===== config.mk =====
export PLATFORM = sky130hd
export DESIGN_NAME = dma_ctrl_engine
export DESIGN_NICKNAME = d
export VERILOG_FILES = /design/src/rtl/dma_eng_pkg.sv /design/src/rtl/dma_width_dec.sv /design/src/rtl/dma_addr_ptr.sv /design/src/rtl/dma_srst_seq.sv /design/src/rtl/dma_xfer_fsm.sv /design/src/rtl/dma_ctrl_engine.sv
export SDC_FILE = /design/constraint.sdc
export NUM_CORES = 1
export LEC_CHECK = 0
export CORE_MARGIN = 3
export CORE_UTILIZATION = 25
export CTS_CLUSTER_DIAMETER = 120
export CTS_CLUSTER_SIZE = 14
export DETAILED_ROUTE_END_ITERATION = 8
export GPL_ROUTABILITY_DRIVEN = 1
export HOLD_SLACK_MARGIN = 0.08
export PLACE_DENSITY = 0.55
export SLEW_MARGIN = 20
export SYNTH_ARGS = -nofsm -noshare
export SYNTH_HDL_FRONTEND = slang
export SYNTH_HIERARCHICAL = 1
export SYNTH_SLANG_ARGS = --single-unit

===== constraint.sdc =====
create_clock -name clk -period 4.7 [get_ports clk]
set_input_delay 0.94 -clock clk [delete_from_list [all_inputs] [get_ports clk]]
set_output_delay 0.94 -clock clk [all_outputs]
set_load 0.02 [all_outputs]

===== src/rtl/dma_eng_pkg.sv =====
package dma_eng_pkg;

   localparam int NUM_WIDTHS = 5;
   localparam int SZ_W       = 5;

   localparam logic [2:0] REG_STATUS = 3'd0;
   localparam logic [2:0] REG_RADDR  = 3'd1;
   localparam logic [2:0] REG_WADDR  = 3'd2;
   localparam logic [2:0] REG_LENGTH = 3'd3;
   localparam logic [2:0] REG_CTRL   = 3'd4;

   localparam int CB_BYTE  = 0;
   localparam int CB_HALF  = 1;
   localparam int CB_WORD  = 2;
   localparam int CB_GO    = 3;
   localparam int CB_IEN   = 4;
   localparam int CB_RHOLD = 8;
   localparam int CB_WHOLD = 9;
   localparam int CB_DWORD = 10;
   localparam int CB_QWORD = 11;
   localparam int CB_SRST  = 12;

   typedef enum logic [1:0] {
      X_IDLE  = 2'd0,
      X_READ  = 2'd1,
      X_WRITE = 2'd2
   } xfer_state_e;

   // wsel index i selects a transfer of (1 << i) bytes
   typedef struct packed {
      logic                  rhold;
      logic                  whold;
      logic                  ien;
      logic [NUM_WIDTHS-1:0] wsel;
   } ctrl_t;

endpackage


===== src/rtl/dma_width_dec.sv =====
module dma_width_dec
   import dma_eng_pkg::*;
#(
   parameter logic [NUM_WIDTHS-1:0] ALLOWED = '1
)(
   input  logic [NUM_WIDTHS-1:0] wsel,
   output logic                  legal,
   output logic [SZ_W-1:0]       size
);

   logic [NUM_WIDTHS-1:0] kept;
   logic [NUM_WIDTHS-1:0] banned;

   generate
      for (genvar i = 0; i < NUM_WIDTHS; i++) begin : g_w
         if (ALLOWED[i]) begin : g_on
            assign kept[i]   = wsel[i];
            assign banned[i] = 1'b0;
         end else begin : g_off
            assign kept[i]   = 1'b0;
            assign banned[i] = wsel[i];
         end
      end
   endgenerate

   assign legal = $onehot(wsel) && (banned == '0);

   always_comb begin
      size = '0;
      for (int i = 0; i < NUM_WIDTHS; i++) begin
         if (kept[i]) size = size | SZ_W'(1 << i);
      end
   end

endmodule


===== src/rtl/dma_addr_ptr.sv =====
module dma_addr_ptr
   import dma_eng_pkg::*;
#(
   parameter int ADDR_W = 32
)(
   input  logic              clk,
   input  logic              rst_n,
   input  logic              srst,
   input  logic              load,
   input  logic [ADDR_W-1:0] load_val,
   input  logic              advance,
   input  logic              hold,
   input  logic [SZ_W-1:0]   size,
   output logic [ADDR_W-1:0] ptr
);

   always_ff @(posedge clk or negedge rst_n) begin
      if (!rst_n) begin
         ptr <= '0;
      end else if (srst) begin
         ptr <= '0;
      end else if (load) begin
         ptr <= load_val;
      end else if (advance && !hold) begin
         ptr <= ptr + ADDR_W'(size);
      end
   end

endmodule


===== src/rtl/dma_srst_seq.sv =====
module dma_srst_seq (
   input  logic clk,
   input  logic rst_n,
   input  logic ctrl_we,
   input  logic srst_bit,
   output logic fire
);

   logic armed;

   assign fire = ctrl_we && srst_bit && armed;

   always_ff @(posedge clk or negedge rst_n) begin
      if (!rst_n) begin
         armed <= 1'b0;
      end else if (ctrl_we) begin
         armed <= srst_bit && !armed;
      end
   end

endmodule


===== src/rtl/dma_xfer_fsm.sv =====
module dma_xfer_fsm
   import dma_eng_pkg::*;
#(
   parameter int DATA_W = 128,
   parameter int LEN_W  = 16
)(
   input  logic              clk,
   input  logic              rst_n,
   input  logic              srst,
   input  logic              start,
   input  logic [LEN_W-1:0]  len,
   input  logic [SZ_W-1:0]   size,
   input  logic              rd_valid,
   input  logic [DATA_W-1:0] rd_data,
   input  logic              wr_ack,
   output logic              rd_req,
   output logic              wr_req,
   output logic [DATA_W-1:0] wr_data,
   output logic              step,
   output logic              last,
   output logic              busy
);

   xfer_state_e state;

   assign rd_req = (state == X_READ);
   assign wr_req = (state == X_WRITE);
   assign busy   = (state != X_IDLE);
   assign step   = wr_req && wr_ack;
   assign last   = (len <= LEN_W'(size));

   always_ff @(posedge clk or negedge rst_n) begin
      if (!rst_n) begin
         state   <= X_IDLE;
         wr_data <= '0;
      end else if (srst) begin
         state   <= X_IDLE;
         wr_data <= '0;
      end else begin
         unique case (state)
            X_IDLE:  if (start) state <= X_READ;
            X_READ:  if (rd_valid) begin
                        wr_data <= rd_data;
                        state   <= X_WRITE;
                     end
            X_WRITE: if (wr_ack) state <= last ? X_IDLE : X_READ;
            default: state <= X_IDLE;
         endcase
      end
   end

endmodule


===== src/rtl/dma_ctrl_engine.sv =====
module dma_ctrl_engine
   import dma_eng_pkg::*;
#(
   parameter int                    ADDR_W  = 32,
   parameter int                    LEN_W   = 16,
   parameter int                    DATA_W  = 128,
   parameter logic [NUM_WIDTHS-1:0] ALLOWED = 5'b11111
)(
   input  logic              clk,
   input  logic              rst_n,
   input  logic              csr_we,
   input  logic [2:0]        csr_addr,
   input  logic [31:0]       csr_wdata,
   output logic [31:0]       csr_rdata,
   output logic              m_rd_req,
   output logic [ADDR_W-1:0] m_rd_addr,
   input  logic              m_rd_valid,
   input  logic [DATA_W-1:0] m_rd_data,
   output logic              m_wr_req,
   output logic [ADDR_W-1:0] m_wr_addr,
   output logic [DATA_W-1:0] m_wr_data,
   input  logic              m_wr_ack,
   output logic              irq
);

   // elaboration-time parameter checks
   generate
      if (ADDR_W < 8 || ADDR_W > 32) begin : g_bad_addr
         $error("dma_ctrl_engine: ADDR_W must lie in 8..32");
      end
      if (LEN_W < 5 || LEN_W > 32) begin : g_bad_len
         $error("dma_ctrl_engine: LEN_W must lie in 5..32");
      end
      for (genvar i = 0; i < NUM_WIDTHS; i++) begin : g_fit
         if (ALLOWED[i] && DATA_W < (8 << i)) begin : g_bad
            $error("dma_ctrl_engine: DATA_W too narrow for an allowed width");
         end
      end
   endgenerate

   ctrl_t                 ctrl_q;
   logic                  busy;
   logic                  srst_fire;
   logic                  ctrl_we;
   logic                  stat_we;
   logic [NUM_WIDTHS-1:0] wsel_wr;
   logic [NUM_WIDTHS-1:0] wsel_in;
   logic                  legal;
   logic [SZ_W-1:0]       xfer_size;
   logic                  xfer_last;
   logic                  xfer_step;
   logic                  start;
   logic [LEN_W-1:0]      len_q;
   logic                  done_q;
   logic                  lenend_q;
   logic                  rhold;
   logic                  whold;
   logic [ADDR_W-1:0]     ptr [2];

   assign ctrl_we = csr_we && (csr_addr == REG_CTRL);
   assign stat_we = csr_we && (csr_addr == REG_STATUS);
   assign wsel_wr = {csr_wdata[CB_QWORD], csr_wdata[CB_DWORD], csr_wdata[CB_WORD],
                     csr_wdata[CB_HALF], csr_wdata[CB_BYTE]};
   assign wsel_in = (ctrl_we && !busy) ? wsel_wr : ctrl_q.wsel;
   assign rhold   = ctrl_q.rhold;
   assign whold   = ctrl_q.whold;

   dma_srst_seq u_srst (
      .clk      (clk),
      .rst_n    (rst_n),
      .ctrl_we  (ctrl_we),
      .srst_bit (csr_wdata[CB_SRST]),
      .fire     (srst_fire)
   );

   dma_width_dec #(.ALLOWED(ALLOWED)) u_wdec (
      .wsel  (wsel_in),
      .legal (legal),
      .size  (xfer_size)
   );

   assign start = ctrl_we && csr_wdata[CB_GO] && !busy && !srst_fire
                  && (len_q != '0) && legal;

   always_ff @(posedge clk or negedge rst_n) begin
      if (!rst_n) begin
         ctrl_q <= '0;
      end else if (srst_fire) begin
         ctrl_q <= '0;
      end else if (ctrl_we) begin
         ctrl_q.ien <= csr_wdata[CB_IEN];
         if (!busy) begin
            ctrl_q.rhold <= csr_wdata[CB_RHOLD];
            ctrl_q.whold <= csr_wdata[CB_WHOLD];
            ctrl_q.wsel  <= wsel_wr;
         end
      end
   end

   dma_xfer_fsm #(.DATA_W(DATA_W), .LEN_W(LEN_W)) u_fsm (
      .clk      (clk),
      .rst_n    (rst_n),
      .srst     (srst_fire),
      .start    (start),
      .len      (len_q),
      .size     (xfer_size),
      .rd_valid (m_rd_valid),
      .rd_data  (m_rd_data),
      .wr_ack   (m_wr_ack),
      .rd_req   (m_rd_req),
      .wr_req   (m_wr_req),
      .wr_data  (m_wr_data),
      .step     (xfer_step),
      .last     (xfer_last),
      .busy     (busy)
   );

   generate
      for (genvar s = 0; s < 2; s++) begin : g_side
         localparam logic [2:0] SEL = (s == 0) ? REG_RADDR : REG_WADDR;
         dma_addr_ptr #(.ADDR_W(ADDR_W)) u_ptr (
            .clk      (clk),
            .rst_n    (rst_n),
            .srst     (srst_fire),
            .load     (csr_we && !busy && (csr_addr == SEL)),
            .load_val (csr_wdata[ADDR_W-1:0]),
            .advance  (xfer_step),
            .hold     ((s == 0) ? rhold : whold),
            .size     (xfer_size),
            .ptr      (ptr[s])
         );
      end
   endgenerate

   assign m_rd_addr = ptr[0];
   assign m_wr_addr = ptr[1];

   always_ff @(posedge clk or negedge rst_n) begin
      if (!rst_n) begin
         len_q <= '0;
      end else if (srst_fire) begin
         len_q <= '0;
      end else if (csr_we && !busy && (csr_addr == REG_LENGTH)) begin
         len_q <= csr_wdata[LEN_W-1:0];
      end else if (xfer_step) begin
         len_q <= xfer_last ? '0 : len_q - LEN_W'(xfer_size);
      end
   end

   always_ff @(posedge clk or negedge rst_n) begin
      if (!rst_n) begin
         done_q   <= 1'b0;
         lenend_q <= 1'b0;
      end else if (srst_fire) begin
         done_q   <= 1'b0;
         lenend_q <= 1'b0;
      end else if (xfer_step && xfer_last) begin
         done_q   <= 1'b1;
         lenend_q <= 1'b1;
      end else if (start) begin
         done_q   <= 1'b0;
         lenend_q <= 1'b0;
      end else if (stat_we) begin
         done_q   <= 1'b0;
      end
   end

   assign irq = done_q && ctrl_q.ien;

   always_comb begin
      case (csr_addr)
         REG_STATUS: csr_rdata = {29'd0, lenend_q, busy, done_q};
         REG_RADDR:  csr_rdata = 32'(ptr[0]);
         REG_WADDR:  csr_rdata = 32'(ptr[1]);
         REG_LENGTH: csr_rdata = 32'(len_q);
         REG_CTRL:   csr_rdata = {19'd0, 1'b0, ctrl_q.wsel[4], ctrl_q.wsel[3],
                                  ctrl_q.whold, ctrl_q.rhold, 3'd0, ctrl_q.ien,
                                  1'b0, ctrl_q.wsel[2:0]};
         default:    csr_rdata = 32'd0;
      endcase
   end

endmodule


# Word-level counts from Yosys, hierarchy flattened
# Cells that the tools add are included.
# totals
regBits,221
in_bits,168
out_inout_bits,227
wordCells,108
# classes
n_addsub,7
order_cmp,1
n_eq_ne,11
muxes,37
reduce_logical,40
# ops
op,n
$mux 128,3
$mux 32,6
$pmux 32 s5,1
$add 32x5->32,2
$mux 16,4
$logic_and 1x1->1,20
$le 16x5->1,1
$mux 8,2
$reduce_bool 16->1,1
$sub 16x5->16,1
$mux 5,3
$mux 2,6
$reduce_bool 3->1,4
$mux 1,9
$reduce_bool 2->1,4
$eq 3x1->1 const B,2
$eq 3x2->1 const B,2
$ne 3x3->1 const B,2
$pmux 2 s3,1
$logic_not 1->1,5
$add 1x1->2,2
$mux 4,1
$reduce_and 2->1,2
$reduce_bool 4->1,1
11 further kinds,11

# Longest topological paths before layout
# depth
ltp_word,14
ltp_mapped,19
mapped_depth_nobuf,17

# By module
# Netlist, hierarchy kept.
# by_module_without_submodules
mod,n_inst,cells_per_inst,area_per_inst_um2,seq_area_each_um2
dma_xfer_fsm,1,324,4847.1,3253.1
dma_ctrl_engine,1,286,2383.5,650.6
dma_addr_ptr (g_side[0].u_ptr),1,253,2217.1,800.8
dma_addr_ptr (g_side[1].u_ptr),1,243,2132.0,800.8
dma_width_dec,1,14,121.4,0.0
dma_srst_seq,1,4,46.3,25.0

# Worst setup path before layout
# No wires, ideal clock.
# synth_path
path_type,in2reg
from,input port csr_addr[0]
to,register u_fsm.state[0]
setup_ns,0.067
t_arrival_ns,4.165
required_time_ns,4.633
setup_slack_ns,0.469
cell_stages,19
path_buffers,2
cell_sequence,buf_4 -> nor2_8 -> and2_4 -> buf_6 -> nand3b_4 -> mux2_2 -> inv_1 -> fa_1 -> inv_1 -> fa_1 -> ha_1 -> nor3b_2 -> nand2_1 -> or4_4 -> inv_1 -> mux2i_1 -> a2bb2oi_1 -> nor2_1 -> o41a_1
# synth_between
word_cells_on_any_way,31
cone_classes,4 x add/sub; 1 x order compare; 5 x eq/ne; 10 x mux; 11 x reduce/logical
# synth_rtl
item,line_no,rtl
from (decl),dma_ctrl_engine.sv:12,"input logic [2:0] csr_addr,"
$eq 3x3->1,dma_ctrl_engine.sv:60,assign ctrl_we = csr_we && (csr_addr == REG_CTRL);
$logic_and 1x1->1,dma_ctrl_engine.sv:60,
$logic_and 1x1->1,dma_ctrl_engine.sv:64,assign wsel_in = (ctrl_we && !busy) ? wsel_wr : ctrl_q.wsel;
$mux 5,dma_ctrl_engine.sv:64,
via wsel_in[0],dma_ctrl_engine.sv:47,logic [NUM_WIDTHS-1:0] wsel_in;
$add 1x1->2 (not written as such),dma_width_dec.sv:26,assign legal = $onehot(wsel) && (banned == '0);
$add 3x3->3 (not written as such),dma_width_dec.sv:26,
$add 3x1->3 (not written as such),dma_width_dec.sv:26,
$eq 3x1->1,dma_width_dec.sv:26,
via legal,dma_ctrl_engine.sv:48,logic legal;
$logic_and 1x1->1,dma_ctrl_engine.sv:83,&& (len_q != '0) && legal;
via start,dma_ctrl_engine.sv:52,logic start;
$ne 3x3->1 (no source line),-,
$reduce_and 3->1 (no source line),-,
to (signal assigned),dma_xfer_fsm.sv:46,X_WRITE: if (wr_ack) state <= last ? X_IDLE : X_READ;
to (decl),dma_xfer_fsm.sv:24,xfer_state_e state;
# The timed path passes the listed nets, and every way through them passes these cells. The select of a mux whose other input is x is not followed.
# A chain may end at the register's enable or synchronous reset.

# Final worst setup path
# layout_path
from,input port csr_addr[0]
to,output port csr_rdata[4]
# layout_between
elab_chain_len,2
word_cells_on_any_way,6
cone_classes,4 x eq/ne; 1 x mux; 1 x reduce/logical
# layout_rtl
item,line_no,rtl
$eq 3x3->1 (tied with other cells),dma_ctrl_engine.sv:171,case (csr_addr)
$pmux 32 s5 *,dma_ctrl_engine.sv:171,
to (decl),dma_ctrl_engine.sv:14,"output logic [31:0] csr_rdata,"
# Every way passes the cells marked *; elsewhere a longest branch is shown, timed or not.

==> impl_summary.md <==
Power and ir drop
Summed over all cells, the static leakage comes to 6.89 nW. The design draws 0.0115 W. The net switching power is 0.00493 W. Combinational cells account for 52.8% of the total power.

The worst-case IR drop observed on VDD is 0.000370 V. The clock network accounts for 13.5% of the total power. Power spread over the standard cell area amounts to 679 nW/um^2. The internal power of the cells totals 0.00659 W. Of the total power, registers draw 33.7%. Net switching is 42.8% of the power.

Clock tree
The clock tree from TritonCTS is done. In this run the number of H-tree levels came out at 1. The number of buffers inserted by hold repair at cts is 0. The worst-case clock buffer depth is 3.

CTS placed an instance of sky130_fd_sc_hd__clkbuf_16 at the clock tree root. Clock tree synthesis inserted a total of 20 buffers. The clock transition at the register clock pins on the worst setup and hold paths after CTS is 0.08 ns. The clock drives 221 sinks. The number of buffers added for setup after CTS is 0. At the later pin of the worst-skew pair, clock insertion delay measures 0.52 ns.

The number of gates resized after CTS is 0.

Timing
The final critical-path setup slack is 0.431 ns. The maximum clock skew at final layout is 0.0144 ns. In this run the tightest slew margin relative to its limit is 39.1%. The number of max-slew violations in the final report came to 0. Setup violations remaining at the end of the flow were counted as 0.

The final critical-path share of the clock period is 90.8%. The maximum clock frequency is 234 MHz. At the pin with the least slew margin, the transition time is 0.914 ns. Setup repair after global routing left no endpoint under its margin. The final critical delay including setup and external delays is 4.27 ns. The total negative setup slack is 0 ns. The total count of hold-check failures in the final report is 0.

Die
The floorplan step defined a die boundary enclosing 49600 um^2. Measured along the x axis, the die boundary spans 223 um. The initial core utilization is 25.6%. For this design the top-level I/O count stands at 395. In this run the core area contains 78 standard-cell rows. The vertical die dimension is 223 um. The area of the core region is 45900 um^2.

Final layout
The area growth from synthesis to final layout is 44.5%. The finished layout cell area is 17000 um^2. Counting the fill cells in the layout gives 4572.

The share of layout cells above drive strength 1 is 8.06%. The final layout contains 1695 nets.

Synthesis
The number of unique standard cell types used by synthesis is 81. The post-synthesis instance total is 1124. After synthesis, the share of flip-flops with an asynchronous set or reset is 100%. The warning count from the yosys run is 6. The synthesized design contains 221 register bits. The most common flop cell mapped by yosys is sky130_fd_sc_hd__dfrtp_1.

Sequential cells were found to cover 47.1% of the synthesized design area. Synthesis produced a netlist with a net count of 1319. The mapped cell area is 11700 um^2.

Counting flops with a built-in enable in the synthesized netlist gives 0. A synthesized cell averages 10.5 um^2.

Routing
The detailed-route vias per instance is 5.19. For this block, the via count after detailed routing is 10900. The detail route stage leaves a number of antenna-violating nets equal to 0. The detailed-route wire length is 47900 um. Dividing the detail-routed wire length by the instance count gives 22.7 um. For this run, the detailed router's first-pass iteration total came to 6.

After detailed routing, the number of remaining DRC violations is 0. The DRC violation total after the first TritonRoute iteration is 1027.

GRT
The number of antenna violations at the first check in global routing is 2. The wire length of the first global-routing pass is 71900 um. The total global routing overflow is 0. The total global routing track utilization is 18.5%. The number of global-route vias before repair is 11000.

The pin count of the biggest net entering global routing is 88.

Placed design
The final weighted congestion in routability-driven placement is 0.891. After legalization and detailed placement, the total HPWL measured 35500 um. Before CTS, the worst setup slack after placement is 0.0155 ns. Port buffering added 394 buffers. The post-place instance area is 16400 um^2.

Critical path
The data arrival time of the critical path is 3.33 ns. The type of element capturing the critical path is an output port. The category of the critical setup timing path is in -> out. The worst setup path is launched from a primary input. STA puts the critical path data required time at 3.76 ns. Of all nets on the critical path, the largest fanout is 21.

Flow run
The max-cap check violation count is 0.

Outcome
The run finished with clean final reports.

Min path
In this run the worst hold path is classified as in -> async.
-- layer usage --
layer	track usage (%)	share of wire [%]	vias up
met5	0	0	-
met2	30.2	47	514
met3	4.44	8.5	74
met4	6.01	3.1	0
li1	-	-	4993
met1	24.0	42	5345
-- flip-flops by register name (all words and copies together), names as in the netlist --
register	cells
u_fsm/wr_data	128
whold	1
u_srst/armed	1
rhold	1
done_q	1
g_side.u_ptr/ptr	64
u_fsm/state	2
lenend_q	1
len_q	16
ctrl_q	6
-- synthesized netlist by cell type, drive strengths merged, types with 24 or more instances --
master	n	area [um^2]
nor3	29	161
buf	45	329
dfrtp	221	5530
inv	34	128
nand3	24	148
a21oi	51	255
clkbuf	43	161
a22o	148	1300
nand2	56	210
xnor2	29	254
a22oi	25	188
a211oi	38	290
nor2	91	360
-- through the flow --
step	utilization [%]	instances	hold WS (ns)
after global routing	37.0	2104	0.359
after global placement	35.8	2078	0.456
after detailed placement	35.8	2078	0.462
after floorplan	-	1124	0.443
final	37.0	2104	0.336
after CTS	37.0	2102	0.332
-- cell usage in the layout, fill, tap and decap left out, types with 12 or more instances in the layout --
master,synthesis,layout
sky130_fd_sc_hd__clkdlybuf4s50_1,0,392
sky130_fd_sc_hd__dfrtp_1,221,221
sky130_fd_sc_hd__a22o_1,148,148
sky130_fd_sc_hd__nor2_1,89,89
sky130_fd_sc_hd__nand2_1,56,56
sky130_fd_sc_hd__a21oi_1,51,50
sky130_fd_sc_hd__buf_4,10,43
sky130_fd_sc_hd__a211oi_1,37,37
sky130_fd_sc_hd__inv_1,32,32
sky130_fd_sc_hd__xnor2_1,29,29
sky130_fd_sc_hd__nor3_1,27,26
sky130_fd_sc_hd__a22oi_1,25,25
sky130_fd_sc_hd__ha_1,22,22
sky130_fd_sc_hd__clkbuf_16,0,21
sky130_fd_sc_hd__nand3_1,20,20
sky130_fd_sc_hd__and3_1,20,20
sky130_fd_sc_hd__nor4_1,18,18
sky130_fd_sc_hd__xor2_1,17,17
sky130_fd_sc_hd__nand4_1,17,17
sky130_fd_sc_hd__mux2_2,16,16
sky130_fd_sc_hd__nor2b_1,15,15
sky130_fd_sc_hd__o22ai_1,14,14
sky130_fd_sc_hd__a311oi_1,14,14
sky130_fd_sc_hd__o21ai_0,12,12
-- final timing paths --
| path | from | endpoint | slack [ns] | cells after the start |
|---|---|---|---|---|
| max in group asynchronous | rst_n | u_fsm/wr_data[30] | 3.47 | 2 |
| hold / removal | rst_n | ctrl_q[5] | 0.34 | 1 |
| min in group clk | u_srst/armed | u_srst/armed | 0.46 | 1 |
| setup / recovery | csr_addr[0] | csr_rdata[4] | 0.43 | 8 |
| setup reg to reg | u_fsm/state[1] | u_fsm/state[0] | 0.85 | 16 |
| hold reg to reg | u_srst/armed | u_srst/armed | 0.46 | 1 |
-- worst max-delay path: stages --
cell and delay, ns:
sky130_fd_sc_hd__clkdlybuf4s50_1 0.59, sky130_fd_sc_hd__buf_4 0.29, sky130_fd_sc_hd__nor2b_1 0.19, sky130_fd_sc_hd__nor2b_1 0.24, sky130_fd_sc_hd__buf_12 0.20, sky130_fd_sc_hd__a22oi_1 0.12, sky130_fd_sc_hd__nand2_1 0.14, sky130_fd_sc_hd__clkdlybuf4s50_1 0.61
-- power groups by stage --
stage | clock network [W] | registers (W) | logic, W
floorplan | 0 | 0.00452 | 0.00242
global placement | 0 | 0.00388 | 0.00605
detailed placement | 0 | 0.00390 | 0.00608
CTS | 0.00162 | 0.00387 | 0.00612
global route | 0.00168 | 0.00400 | 0.00650
finish | 0.00155 | 0.00388 | 0.00608
-- final cells by class --
cell class                 instances  area, um^2  share of cell area [%]
antenna                            2        5.00                  0.0295
clock buffer                      22         529                    3.12
clock inverter                     2        20.0                   0.118
inverter                          34         128                   0.752
multi-input combinational        781        5630                    33.2
sequential                       221        5530                    32.6
tap                              600         751                    4.42
timing repair buffer             442        4380                    25.8
-- logic make-up (layout without fill, tap and decap cells) --
group                    count (synthesis)  count (layout)  share of synthesized area, %
XOR/XNOR                                46              46                          3.43
AND/OR/NAND/NOR                        328             328                          15.2
adder cells (fa/ha/maj)                 27              27                          3.20
buffers and inverters                  122             500                          5.26
flip-flops                             221             221                          47.1
multiplexers                            23              23                          2.13
other                                    0               2                             0
AO/OA/AOI/OAI                          357             357                          23.7
No activity file was read; power rests on OpenSTA's default activity.
